`config.mk`:
```
export PLATFORM = sky130hd
export DESIGN_NAME = synth_ctl_port
export DESIGN_NICKNAME = d
export VERILOG_FILES = /design/src/rtl/synth_ctl_pkg.sv /design/src/rtl/line_watch.sv /design/src/rtl/link_engine.sv /design/src/rtl/ctl_regs.sv /design/src/rtl/synth_ctl_port.sv
export SDC_FILE = /design/constraint.sdc
export NUM_CORES = 1
export LEC_CHECK = 0
export ABC_AREA = 0
export BUFFER_PORTS_ARGS = -buffer_cell sky130_fd_sc_hd__buf_2
export CAP_MARGIN = 20
export CORE_MARGIN = 2
export CORE_UTILIZATION = 55
export DETAILED_ROUTE_END_ITERATION = 6
export GPL_ROUTABILITY_DRIVEN = 0
export HOLD_SLACK_MARGIN = 0.03
export PLACE_DENSITY = 0.75
export SLEW_MARGIN = 20
export SYNTH_ARGS = -nofsm -noshare
export SYNTH_HDL_FRONTEND = slang
export SYNTH_SLANG_ARGS = --single-unit
export TNS_END_PERCENT = 50
```
`constraint.sdc`:
```
create_clock -name clk -period 4.1 [get_ports clk]
set_input_delay 0.82 -clock clk [delete_from_list [all_inputs] [get_ports clk]]
set_output_delay 0.82 -clock clk [all_outputs]
set_load 0.01 [all_outputs]
```
`src/rtl/synth_ctl_pkg.sv`:
```
// Shared constants and types for the synthesiser serial control port.
package synth_ctl_pkg;

    localparam int BYTE_W   = 8;
    localparam int FREQ_W   = 15;
    localparam int FHI_W    = FREQ_W - BYTE_W;   // upper divider bits
    localparam int CP_W     = 2;
    localparam int TEST_W   = 3;
    localparam int IDX_W    = 2;                 // data byte index width

    // Control byte field positions
    localparam int CP_LSB   = 6;
    localparam int TEST_LSB = 3;
    localparam int GP_BIT   = 2;
    localparam int REF_BIT  = 1;

    // Status byte bit positions
    localparam int ST_POR   = 1;
    localparam int ST_LOCK  = 2;

    typedef enum logic [2:0] {
        LS_IDLE,
        LS_ADDR,
        LS_ACK_A,
        LS_WDATA,
        LS_ACK_W,
        LS_RDATA,
        LS_ACK_R
    } link_state_e;

endpackage

```
`src/rtl/line_watch.sv`:
```
// Line watcher: synchronises the serial clock and data lines into the
// system clock domain and reports start, stop and clock edge events.
// Assumes both lines are much slower than clk (several clocks per phase).
module line_watch #(
    parameter int SYNC_STAGES = 2
) (
    input  logic clk,
    input  logic rst_n,
    input  logic scl_i,
    input  logic sda_i,
    output logic scl_rise,
    output logic scl_fall,
    output logic start_evt,
    output logic stop_evt,
    output logic sda_s
);
    localparam int LAST = SYNC_STAGES - 1;

    logic [SYNC_STAGES-1:0] scl_sync;
    logic [SYNC_STAGES-1:0] sda_sync;
    logic                   scl_prev;
    logic                   sda_prev;

    // Synchroniser chains, idle-high at reset
    genvar g;
    generate
        for (g = 0; g < SYNC_STAGES; g++) begin : g_sync
            always_ff @(posedge clk) begin
                if (!rst_n) begin
                    scl_sync[g] <= 1'b1;
                    sda_sync[g] <= 1'b1;
                end else if (g == 0) begin
                    scl_sync[g] <= scl_i;
                    sda_sync[g] <= sda_i;
                end else begin
                    scl_sync[g] <= scl_sync[(g > 0) ? g-1 : 0];
                    sda_sync[g] <= sda_sync[(g > 0) ? g-1 : 0];
                end
            end
        end
    endgenerate

    // Previous-sample registers for edge detection
    always_ff @(posedge clk) begin
        if (!rst_n) begin
            scl_prev <= 1'b1;
            sda_prev <= 1'b1;
        end else begin
            scl_prev <= scl_sync[LAST];
            sda_prev <= sda_sync[LAST];
        end
    end

    // Event decode from current and previous samples
    always_comb begin
        sda_s     = sda_sync[LAST];
        scl_rise  = scl_sync[LAST] & ~scl_prev;
        scl_fall  = ~scl_sync[LAST] & scl_prev;
        start_evt = scl_sync[LAST] & scl_prev & sda_prev & ~sda_sync[LAST];
        stop_evt  = scl_sync[LAST] & scl_prev & ~sda_prev & sda_sync[LAST];
    end

endmodule

```
`src/rtl/link_engine.sv`:
```
// Byte engine: address match, bit shifting, acknowledge and status
// transmission. Emits a strobe per completed write byte and reports the
// end of each transaction. Partial bytes never produce a strobe.
module link_engine
    import synth_ctl_pkg::*;
#(
    parameter logic [6:0] ADDR = 7'h61
) (
    input  logic              clk,
    input  logic              rst_n,
    input  logic              scl_rise,
    input  logic              scl_fall,
    input  logic              start_evt,
    input  logic              stop_evt,
    input  logic              sda_s,
    input  logic [BYTE_W-1:0] status_i,
    output logic              sda_pull,
    output logic              wr_stb,
    output logic [IDX_W-1:0]  wr_idx,
    output logic [BYTE_W-1:0] wr_data,
    output logic              end_stb,
    output logic              end_read
);
    localparam int CNT_W   = $clog2(BYTE_W + 1);
    localparam logic [IDX_W-1:0] IDX_MAX = {IDX_W{1'b1}};

    link_state_e       state;
    logic [CNT_W-1:0]  bit_cnt;
    logic [BYTE_W-1:0] shreg;
    logic [IDX_W-1:0]  idx;
    logic              read_txn;
    logic              mack;
    logic              byte_full;

    assign byte_full = (bit_cnt == CNT_W'(BYTE_W));

    // Transaction end report, with whether it was an addressed read
    always_ff @(posedge clk) begin
        if (!rst_n) begin
            end_stb  <= 1'b0;
            end_read <= 1'b0;
        end else begin
            end_stb  <= stop_evt;
            end_read <= stop_evt & read_txn;
        end
    end

    // Main protocol state machine
    always_ff @(posedge clk) begin
        if (!rst_n) begin
            state    <= LS_IDLE;
            bit_cnt  <= '0;
            shreg    <= '0;
            idx      <= '0;
            read_txn <= 1'b0;
            mack     <= 1'b0;
            sda_pull <= 1'b0;
            wr_stb   <= 1'b0;
            wr_idx   <= '0;
            wr_data  <= '0;
        end else begin
            wr_stb <= 1'b0;
            if (start_evt) begin
                state    <= LS_ADDR;
                bit_cnt  <= '0;
                idx      <= '0;
                read_txn <= 1'b0;
                sda_pull <= 1'b0;
            end else if (stop_evt) begin
                state    <= LS_IDLE;
                read_txn <= 1'b0;
                sda_pull <= 1'b0;
            end else begin
                case (state)
                    LS_ADDR, LS_WDATA: begin
                        if (scl_rise && !byte_full) begin
                            shreg   <= {shreg[BYTE_W-2:0], sda_s};
                            bit_cnt <= bit_cnt + 1'b1;
                        end else if (scl_fall && byte_full) begin
                            if (state == LS_ADDR) begin
                                if (shreg[BYTE_W-1:1] == ADDR) begin
                                    state    <= LS_ACK_A;
                                    sda_pull <= 1'b1;
                                    read_txn <= shreg[0];
                                end else begin
                                    state <= LS_IDLE;
                                end
                            end else begin
                                wr_stb   <= 1'b1;
                                wr_idx   <= idx;
                                wr_data  <= shreg;
                                state    <= LS_ACK_W;
                                sda_pull <= 1'b1;
                            end
                        end
                    end
                    LS_ACK_A: begin
                        if (scl_fall) begin
                            bit_cnt <= '0;
                            if (read_txn) begin
                                state    <= LS_RDATA;
                                shreg    <= status_i;
                                sda_pull <= ~status_i[BYTE_W-1];
                            end else begin
                                state    <= LS_WDATA;
                                sda_pull <= 1'b0;
                            end
                        end
                    end
                    LS_ACK_W: begin
                        if (scl_fall) begin
                            state    <= LS_WDATA;
                            sda_pull <= 1'b0;
                            bit_cnt  <= '0;
                            if (idx != IDX_MAX) idx <= idx + 1'b1;
                        end
                    end
                    LS_RDATA: begin
                        if (scl_fall) begin
                            if (bit_cnt == CNT_W'(BYTE_W - 1)) begin
                                state    <= LS_ACK_R;
                                sda_pull <= 1'b0;
                            end else begin
                                bit_cnt  <= bit_cnt + 1'b1;
                                shreg    <= {shreg[BYTE_W-2:0], 1'b0};
                                sda_pull <= ~shreg[BYTE_W-2];
                            end
                        end
                    end
                    LS_ACK_R: begin
                        if (scl_rise) begin
                            mack <= ~sda_s;
                        end else if (scl_fall) begin
                            bit_cnt <= '0;
                            if (mack) begin
                                state    <= LS_RDATA;
                                shreg    <= status_i;
                                sda_pull <= ~status_i[BYTE_W-1];
                            end else begin
                                state <= LS_IDLE;
                            end
                        end
                    end
                    default: begin
                        sda_pull <= 1'b0;
                    end
                endcase
            end
        end
    end


    start_release_chk: assert property (@(posedge clk) disable iff (!rst_n)
        start_evt |=> !sda_pull);


    strobe_single_chk: assert property (@(posedge clk) disable iff (!rst_n)
        wr_stb |=> !wr_stb);

endmodule

```
`src/rtl/ctl_regs.sv`:
```
// Control register file: shadow buffer for the upper divider bits, atomic
// commit of the divider word, control field decode and the power-up flag.
// Assumes write strobes carry the data byte index since the address byte.
module ctl_regs
    import synth_ctl_pkg::*;
(
    input  logic              clk,
    input  logic              rst_n,
    input  logic              wr_stb,
    input  logic [IDX_W-1:0]  wr_idx,
    input  logic [BYTE_W-1:0] wr_data,
    input  logic              end_stb,
    input  logic              end_read,
    input  logic              brownout,
    input  logic              lock,
    output logic [FREQ_W-1:0] freq_q,
    output logic [CP_W-1:0]   cp_q,
    output logic [TEST_W-1:0] test_q,
    output logic              gp_q,
    output logic              ref_q,
    output logic [BYTE_W-1:0] status_o
);
    logic [FHI_W-1:0] shadow_hi;
    logic             pend_hi;
    logic             por_q;

    // Divider shadow and commit
    always_ff @(posedge clk) begin
        if (!rst_n || brownout) begin
            freq_q    <= '0;
            shadow_hi <= '0;
            pend_hi   <= 1'b0;
        end else if (wr_stb && wr_idx == IDX_W'(0)) begin
            shadow_hi <= wr_data[FHI_W-1:0];
            pend_hi   <= 1'b1;
        end else if (wr_stb && wr_idx == IDX_W'(1)) begin
            freq_q  <= {shadow_hi, wr_data};
            pend_hi <= 1'b0;
        end else if (end_stb && pend_hi) begin
            freq_q  <= {shadow_hi, freq_q[BYTE_W-1:0]};
            pend_hi <= 1'b0;
        end
    end

    // Control fields from the third data byte
    always_ff @(posedge clk) begin
        if (!rst_n || brownout) begin
            cp_q   <= '0;
            test_q <= '0;
            gp_q   <= 1'b0;
            ref_q  <= 1'b1;
        end else if (wr_stb && wr_idx == IDX_W'(2)) begin
            cp_q   <= wr_data[CP_LSB +: CP_W];
            test_q <= wr_data[TEST_LSB +: TEST_W];
            gp_q   <= wr_data[GP_BIT];
            ref_q  <= wr_data[REF_BIT];
        end
    end

    // Power-up flag: set by reset or brownout, cleared by read end
    always_ff @(posedge clk) begin
        if (!rst_n || brownout) por_q <= 1'b1;
        else if (end_read)      por_q <= 1'b0;
    end

    // Status byte assembly
    always_comb begin
        status_o          = '0;
        status_o[ST_POR]  = por_q;
        status_o[ST_LOCK] = lock;
    end


    freq_hold_chk: assert property (@(posedge clk) disable iff (!rst_n)
        (!wr_stb && !end_stb && !brownout) |=> $stable(freq_q));


    brownout_defaults_chk: assert property (@(posedge clk) disable iff (!rst_n)
        brownout |=> (ref_q && por_q && freq_q == '0 && cp_q == '0));


    por_clear_chk: assert property (@(posedge clk) disable iff (!rst_n)
        $fell(por_q) |-> $past(end_read));

endmodule

```
`src/rtl/synth_ctl_port.sv`:
```
// Top level of the synthesiser serial control port: line watcher, byte
// engine and control registers. Assumes an external pull-up on the data
// line; the slave only pulls it low through sda_pull_o.
module synth_ctl_port
    import synth_ctl_pkg::*;
#(
    parameter logic [6:0] ADDR        = 7'h61,
    parameter int         SYNC_STAGES = 2
) (
    input  logic              clk,
    input  logic              rst_n,
    input  logic              scl_i,
    input  logic              sda_i,
    output logic              sda_pull_o,
    input  logic              brownout_i,
    input  logic              lock_i,
    output logic [FREQ_W-1:0] freq_o,
    output logic [CP_W-1:0]   cp_cur_o,
    output logic [TEST_W-1:0] test_sel_o,
    output logic              gp_en_o,
    output logic              ref_en_o
);
    logic              scl_rise, scl_fall, start_evt, stop_evt, sda_s;
    logic              wr_stb, end_stb, end_read;
    logic [IDX_W-1:0]  wr_idx;
    logic [BYTE_W-1:0] wr_data;
    logic [BYTE_W-1:0] status;

    line_watch #(.SYNC_STAGES(SYNC_STAGES)) u_watch (
        .clk       (clk),
        .rst_n     (rst_n),
        .scl_i     (scl_i),
        .sda_i     (sda_i),
        .scl_rise  (scl_rise),
        .scl_fall  (scl_fall),
        .start_evt (start_evt),
        .stop_evt  (stop_evt),
        .sda_s     (sda_s)
    );

    link_engine #(.ADDR(ADDR)) u_engine (
        .clk       (clk),
        .rst_n     (rst_n),
        .scl_rise  (scl_rise),
        .scl_fall  (scl_fall),
        .start_evt (start_evt),
        .stop_evt  (stop_evt),
        .sda_s     (sda_s),
        .status_i  (status),
        .sda_pull  (sda_pull_o),
        .wr_stb    (wr_stb),
        .wr_idx    (wr_idx),
        .wr_data   (wr_data),
        .end_stb   (end_stb),
        .end_read  (end_read)
    );

    ctl_regs u_regs (
        .clk      (clk),
        .rst_n    (rst_n),
        .wr_stb   (wr_stb),
        .wr_idx   (wr_idx),
        .wr_data  (wr_data),
        .end_stb  (end_stb),
        .end_read (end_read),
        .brownout (brownout_i),
        .lock     (lock_i),
        .freq_q   (freq_o),
        .cp_q     (cp_cur_o),
        .test_q   (test_sel_o),
        .gp_q     (gp_en_o),
        .ref_q    (ref_en_o),
        .status_o (status)
    );


    status_zero_chk: assert property (@(posedge clk) disable iff (!rst_n)
        (status[7:3] == '0) && (status[0] == 1'b0));

endmodule

```
Yosys cells after proc, flatten, opt, wreduce, memory -nomap -nowiden --
Cells that the tools add are included.
Word-level totals: register bits after elaboration 70, memories kept 0, memory bits (writable) 0, logic and storage cells 165, latch bits 0, output and inout port bits 23, ROM bits 0
Operators by class: shifts and indexed selects 0, multiply operators 0, eq/ne operators 33, add/sub/neg operators 2, div/mod/pow operators 0, muxes and demuxes 49, $lt $le $gt $ge 0, bitwise operators 21, reduce and logical (&&, ||, !) cells 32
Operator list (number):
- two-way mux 8 bit | 8
- two-way mux 3 bit | 11
- one-hot mux 8 bit (4 select lines) | 1
- two-way mux 15 bit | 2
- AND reduction 9 bit | 3
- != test 4 x 2 -> 1 bit, second input constant | 6
- two-way mux 4 bit | 5
- two-way mux 1 bit | 18
- != test 2 x 1 -> 1 bit, second input constant | 9
- one-hot mux 4 bit (4 select lines) | 1
- one-hot mux 3 bit (5 select lines) | 1
- NOT 1 bit | 13
- AND reduction 6 bit | 2
- AND reduction 11 bit | 1
- == test 3 bit, second input constant | 3
- AND 1 bit | 8
- != test 2 bit, second input constant | 4
- AND reduction 4 bit | 2
- nonzero test 4 bit | 2
- == test 7 bit, second input constant | 1
- nonzero test 7 bit | 1
- == test 3 x 2 -> 1 bit, second input constant | 2
- logical AND 1 bit | 6
- OR reduction 2 bit | 3
- 22 further kinds | 24

Depth between registers and ports, before layout --
depth after elaboration 8, gate-level depth with buffers 8, mapped depth without buffers 7

Modules after synthesis --
From an unflattened synthesis, not the netlist that was laid out.
Unflattened totals: cell total of the unflattened synthesis 350, area total of the unflattened synthesis 3260.6 µm²
By module, submodules not included:
- link_engine | area each 1818.0 µm², cells an instance 209, instances 1, seq. area each 660.6 µm²
- ctl_regs | area each 1252.5 µm², cells an instance 125, instances 1, seq. area each 620.6 µm²
- line_watch | area each 190.2 µm², cells an instance 16, instances 1, seq. area each 120.1 µm²

Least setup slack after synthesis --
No wires, ideal clock.
path type input to register, start point in rst_n, end point reg u_regs.por_q, buffers on the path 2, slack 2.422 ns, arrival 1.564 ns, library setup time 0.114 ns, stages 4, required time 3.986 ns, cells stage by stage clkbuf_1 nand2b_1 clkbuf_1 a21o_1
On the way: cells in the longest elaborated chain, start to end 2
Ends and longest elaborated chain:
- start, declared | RTL line synth_ctl_port.sv:11 | input logic rst_n,
- zero test 1 bit | RTL line ctl_regs.sv:62 | if (!rst_n || brownout) por_q <= 1'b1;
- logical OR 1 bit | RTL line ctl_regs.sv:62
- end signal, assigned | RTL line ctl_regs.sv:62
- end signal, assigned | RTL line ctl_regs.sv:63 | else if (end_read) por_q <= 1'b0;
- end, declared | RTL line ctl_regs.sv:25 | logic por_q;
Every way passes these cells. A chain may end at the register's enable or synchronous reset.

Worst setup path after layout --
start point reg u_engine.state[1], end point reg u_engine.shreg[1]
On the way: cells in the longest elaborated chain, start to end 4, elaborated cells on any way between the ends 17, those cells by class 13 x eq/ne; 1 x mux; 3 x reduce/logical
Ends and longest elaborated chain:
- start, declared | RTL line link_engine.sv:27 | link_state_e state;
- start signal, assigned | RTL line link_engine.sv:51 | state <= LS_IDLE;
- start signal, assigned | RTL line link_engine.sv:64 | state <= LS_ADDR;
- start signal, assigned | RTL line link_engine.sv:70 | state <= LS_IDLE;
- == test 3 x 2 -> 1 bit or == test 3 x 1 -> 1 bit (tied branches) | RTL line link_engine.sv:74 | case (state)
- OR reduction 2 bit | RTL line link_engine.sv:74
- != test 2 x 1 -> 1 bit (no source line) or nonzero test 4 bit (tied branches)
- AND reduction 11 bit (no source line)
- end signal, assigned | RTL line link_engine.sv:77 | shreg <= {shreg[BYTE_W-2:0], sda_s};
- end signal, assigned | RTL line link_engine.sv:102 | shreg <= status_i;
- end signal, assigned | RTL line link_engine.sv:125 | shreg <= {shreg[BYTE_W-2:0], 1'b0};
- end, declared | RTL line link_engine.sv:29 | logic [BYTE_W-1:0] shreg;
Parallel ways exist; a longest one is shown, timed or not.

==> reports/qor.yml <==
place.port_buffers: 28
run_status: "finished, final reports clean"
io_pins: 29
dieWidth_um: 77.7
grt_usage_pct: 20.7
hold_buffers: 0
antenna_found_initial: 0
synth_compound_area_share_pct: 12.8
crit_type: "reg2reg"
grt_pass1_wl_mm: 9.80
drive_above_1_share_pct: 14.3
setup_tns_ns: 0
cp_data_required_time_ns: 4.36
clock-sinks: 70
min_period_over_period_pct: 59.5
max_cap_viol_count: 0
dr.first_iter.drc_count: 122
drc_errors: 0
crit_path_max_incr_delay_ns: 0.69
die_h_um: 77.7
p_per_area_nw_per_um2: 370
routedWlPerCell_um: 13.5
nNetsFinal: 360
ys_seq_elements: 70
areaGrowthSynthToFinish_pct: 10.6
synth_fa_ha_area_share_pct: 1.26
synth_area_per_cell_um2: 9.09
first_global_vias: 2054
clock-skew-final_ns: 0.00461
reg2reg_slack_ns: 1.66
async_flop_share_pct: 0
cellLeakagePower_nw: 1.37
crit_arrival_ns: 2.69
crit_path_top_delay_cell: "dfxtp_1"
multi_input_area_um2: 1470
postCtsSetupBuffers: 0
max_freq_mhz: 410
diodes: 0
synthSimpleGateAreaFrac_pct: 22.3
ctsHtreeMaxLevel: 3
synthMuxAreaShare_pct: 11.8
clockRootBuffer: "clkbuf_8"
clkTransAtPathRegs_ns: 0.08
netlist_area_um2: 2990
synth_top_family_by_area: "simple AND/OR/NAND/NOR gates"
endpoint_kind: "flip-flop"
utilization_pct: 63.9
synth_cell_type_count: 52
overflow: 0
synth_edf_count: 0
post_drt_via_cell_ratio: 5.41
max_slew_margin_pct: 46.8
totalWireLength_mm: 5.77
ir_drop_mv: 0.203
grt_max_degree: 32
via_count: 2305
ys_seq_area_share_pct: 46.9
ys_warn_count: 0
hpwl_mm: 4.02
worst_pin_slew_ns: 0.795
cp-start-kind: "flip-flop"
hold_class: "reg2reg"
fillers: 439
cts_tree: "built"
rows: 26
clk_latency_ns: 0.34
seq_area_um2: 1400
synth-xor-area-share_pct: 0.879
cts_made_buffers: 9
die-area_um2: 6040
crit_chain: "nor2b_1 > a32oi_2 > a311oi_4 > nor2_1 > a311oi_1"
ant_nets: 0
finalCriticalPeriod_ns: 2.44
rsz0062_at_grt: "false"
core_area_um2: 5170
start_util_pct: 57.8
worstPathMaxFanout: 20
synth_cells: 329
finalMaxSlewViolations: 0
dr.pass1.iters: 4
ctsLongestPathBuffers: 2
finalSetupViolations: 0
finalHoldViolCount: 0
syn_nets: 338
synth_ff_type: "dfxtp_1"
post_cts_resized: 0
[metrics by stage]
| stage | area [um^2] | cells | setup WS [ns] | hold slack, ns | power, mW |
|---|---|---|---|---|---|
| 2_1_floorplan | 2990 | 329 | 2.42 | 0.386 | 0.743 |
| 3_3_place_gp | 3130 | 410 | 1.75 | 0.388 | 0.752 |
| 3_5_place_dp | 3130 | 410 | 1.70 | 0.401 | 0.752 |
| 4_1_cts | 3300 | 426 | 1.68 | 0.428 | 1.24 |
| 5_1_grt | 3310 | 426 | 1.41 | 0.445 | 1.27 |
| 6_report | 3310 | 426 | 1.66 | 0.414 | 1.22 |
[logic make-up after synthesis]
group	count (synthesis)
XOR/XNOR	3
flip-flops	70
AND/OR/NAND/NOR	137
AO/OA/AOI/OAI	54
adder cells (fa/ha/maj)	3
multiplexers	35
buffers and inverters	27
[cell type report]
class | instances | area share [%]
clock inverters | 7 | 1.48
clock buffers | 9 | 3.75
flip-flops and latches | 70 | 42.4
multi-input cells | 232 | 44.4
repair buffers | 28 | 4.24
well taps | 70 | 2.65
inverters | 10 | 1.14
[state kept, by name (all words and copies together) (netlist names), 2 cells and up]
signal,flops
u_regs.freq_q,15
u_engine.shreg,8
u_engine.wr_data,8
u_regs.shadow_hi,7
u_engine.bit_cnt,4
u_engine.state,3
u_regs.test_q,3
u_engine.idx,2
u_engine.wr_idx,2
u_regs.cp_q,2
u_watch.scl_sync,2
[cells in the final DEF, fill, tap and decap left out, drive strengths merged, types with 2 or more instances in the layout]
cell type and n:
nor4b 2, clkinv 6, nand2b 15, and3b 3, ha 3, nor3 2
nor2b 4, o32ai 2, nand4 7, dfxtp 70, nor2 53, inv 10
a31oi 6, buf 28, a21oi 14, o21ai 12, and2b 2, a311oi 3
nand3 6, o22ai 4, nand2 32, mux2i 34, nand3b 6, a21boi 2
clkbuf 9, xnor2 2
[final timing paths]
| check | to | startpoint | cells after the start |
|---|---|---|---|
| worst max-delay path | u_engine.shreg[1] | u_engine.state[1] | 5 |
| worst min-delay path | u_watch.scl_sync[1] | u_watch.scl_sync[0] | 1 |
| worst max register to register | u_engine.shreg[1] | u_engine.state[1] | 5 |
| worst min register to register | u_watch.scl_sync[1] | u_watch.scl_sync[0] | 1 |
[metal layers]
layer  GRT usage [%]  wire (um)
met5               0          0
met4            11.3        105
met3            4.19        295
met2            32.2       2700
met1            26.8       2680
[report_power, final]
group          total [mW]  internal [mW]  switching (mW)
Combinational      0.0430         0.0155          0.0275
Clock               0.486          0.220           0.266
Sequential          0.694          0.685         0.00862
[synth_stat cells, types with 2 or more instances]
master    count  share of area (%)
nor3_1        2               0.33
nand4_1       7                1.5
a21oi_1      14                2.3
nor2_1       52                6.5
and3b_1       3               0.88
o21ai_0       8                1.3
dfxtp_1      70                 47
nand2b_1     15                3.1
buf_4         2               0.50
a31oi_1       5                1.0
buf_2         5               0.84
nand2_1      32                4.0
and2b_1       2               0.50
o21ai_1       4               0.67
nor2b_1       4               0.84
mux2i_1      34                 11
ha_1          3                1.3
a21boi_0      2               0.50
o32ai_1       2               0.59
clkbuf_1      7               0.88
nand3b_1      5                1.3
buf_1         2               0.25
o22ai_1       4               0.84
nand3_1       6                1.0
nor4b_1       2               0.59
xnor2_1       2               0.59
inv_1         9                1.1
a311oi_1      2               0.59
[worst max-delay path: cells and delay by family, from the launching register on]
family,cells,cell delay (ns)
DFF,1,0.69
and+or+nand+nor,2,0.58
AOI/OAI and AO/OA,3,1.07
Power figures use the tool's default switching activity.
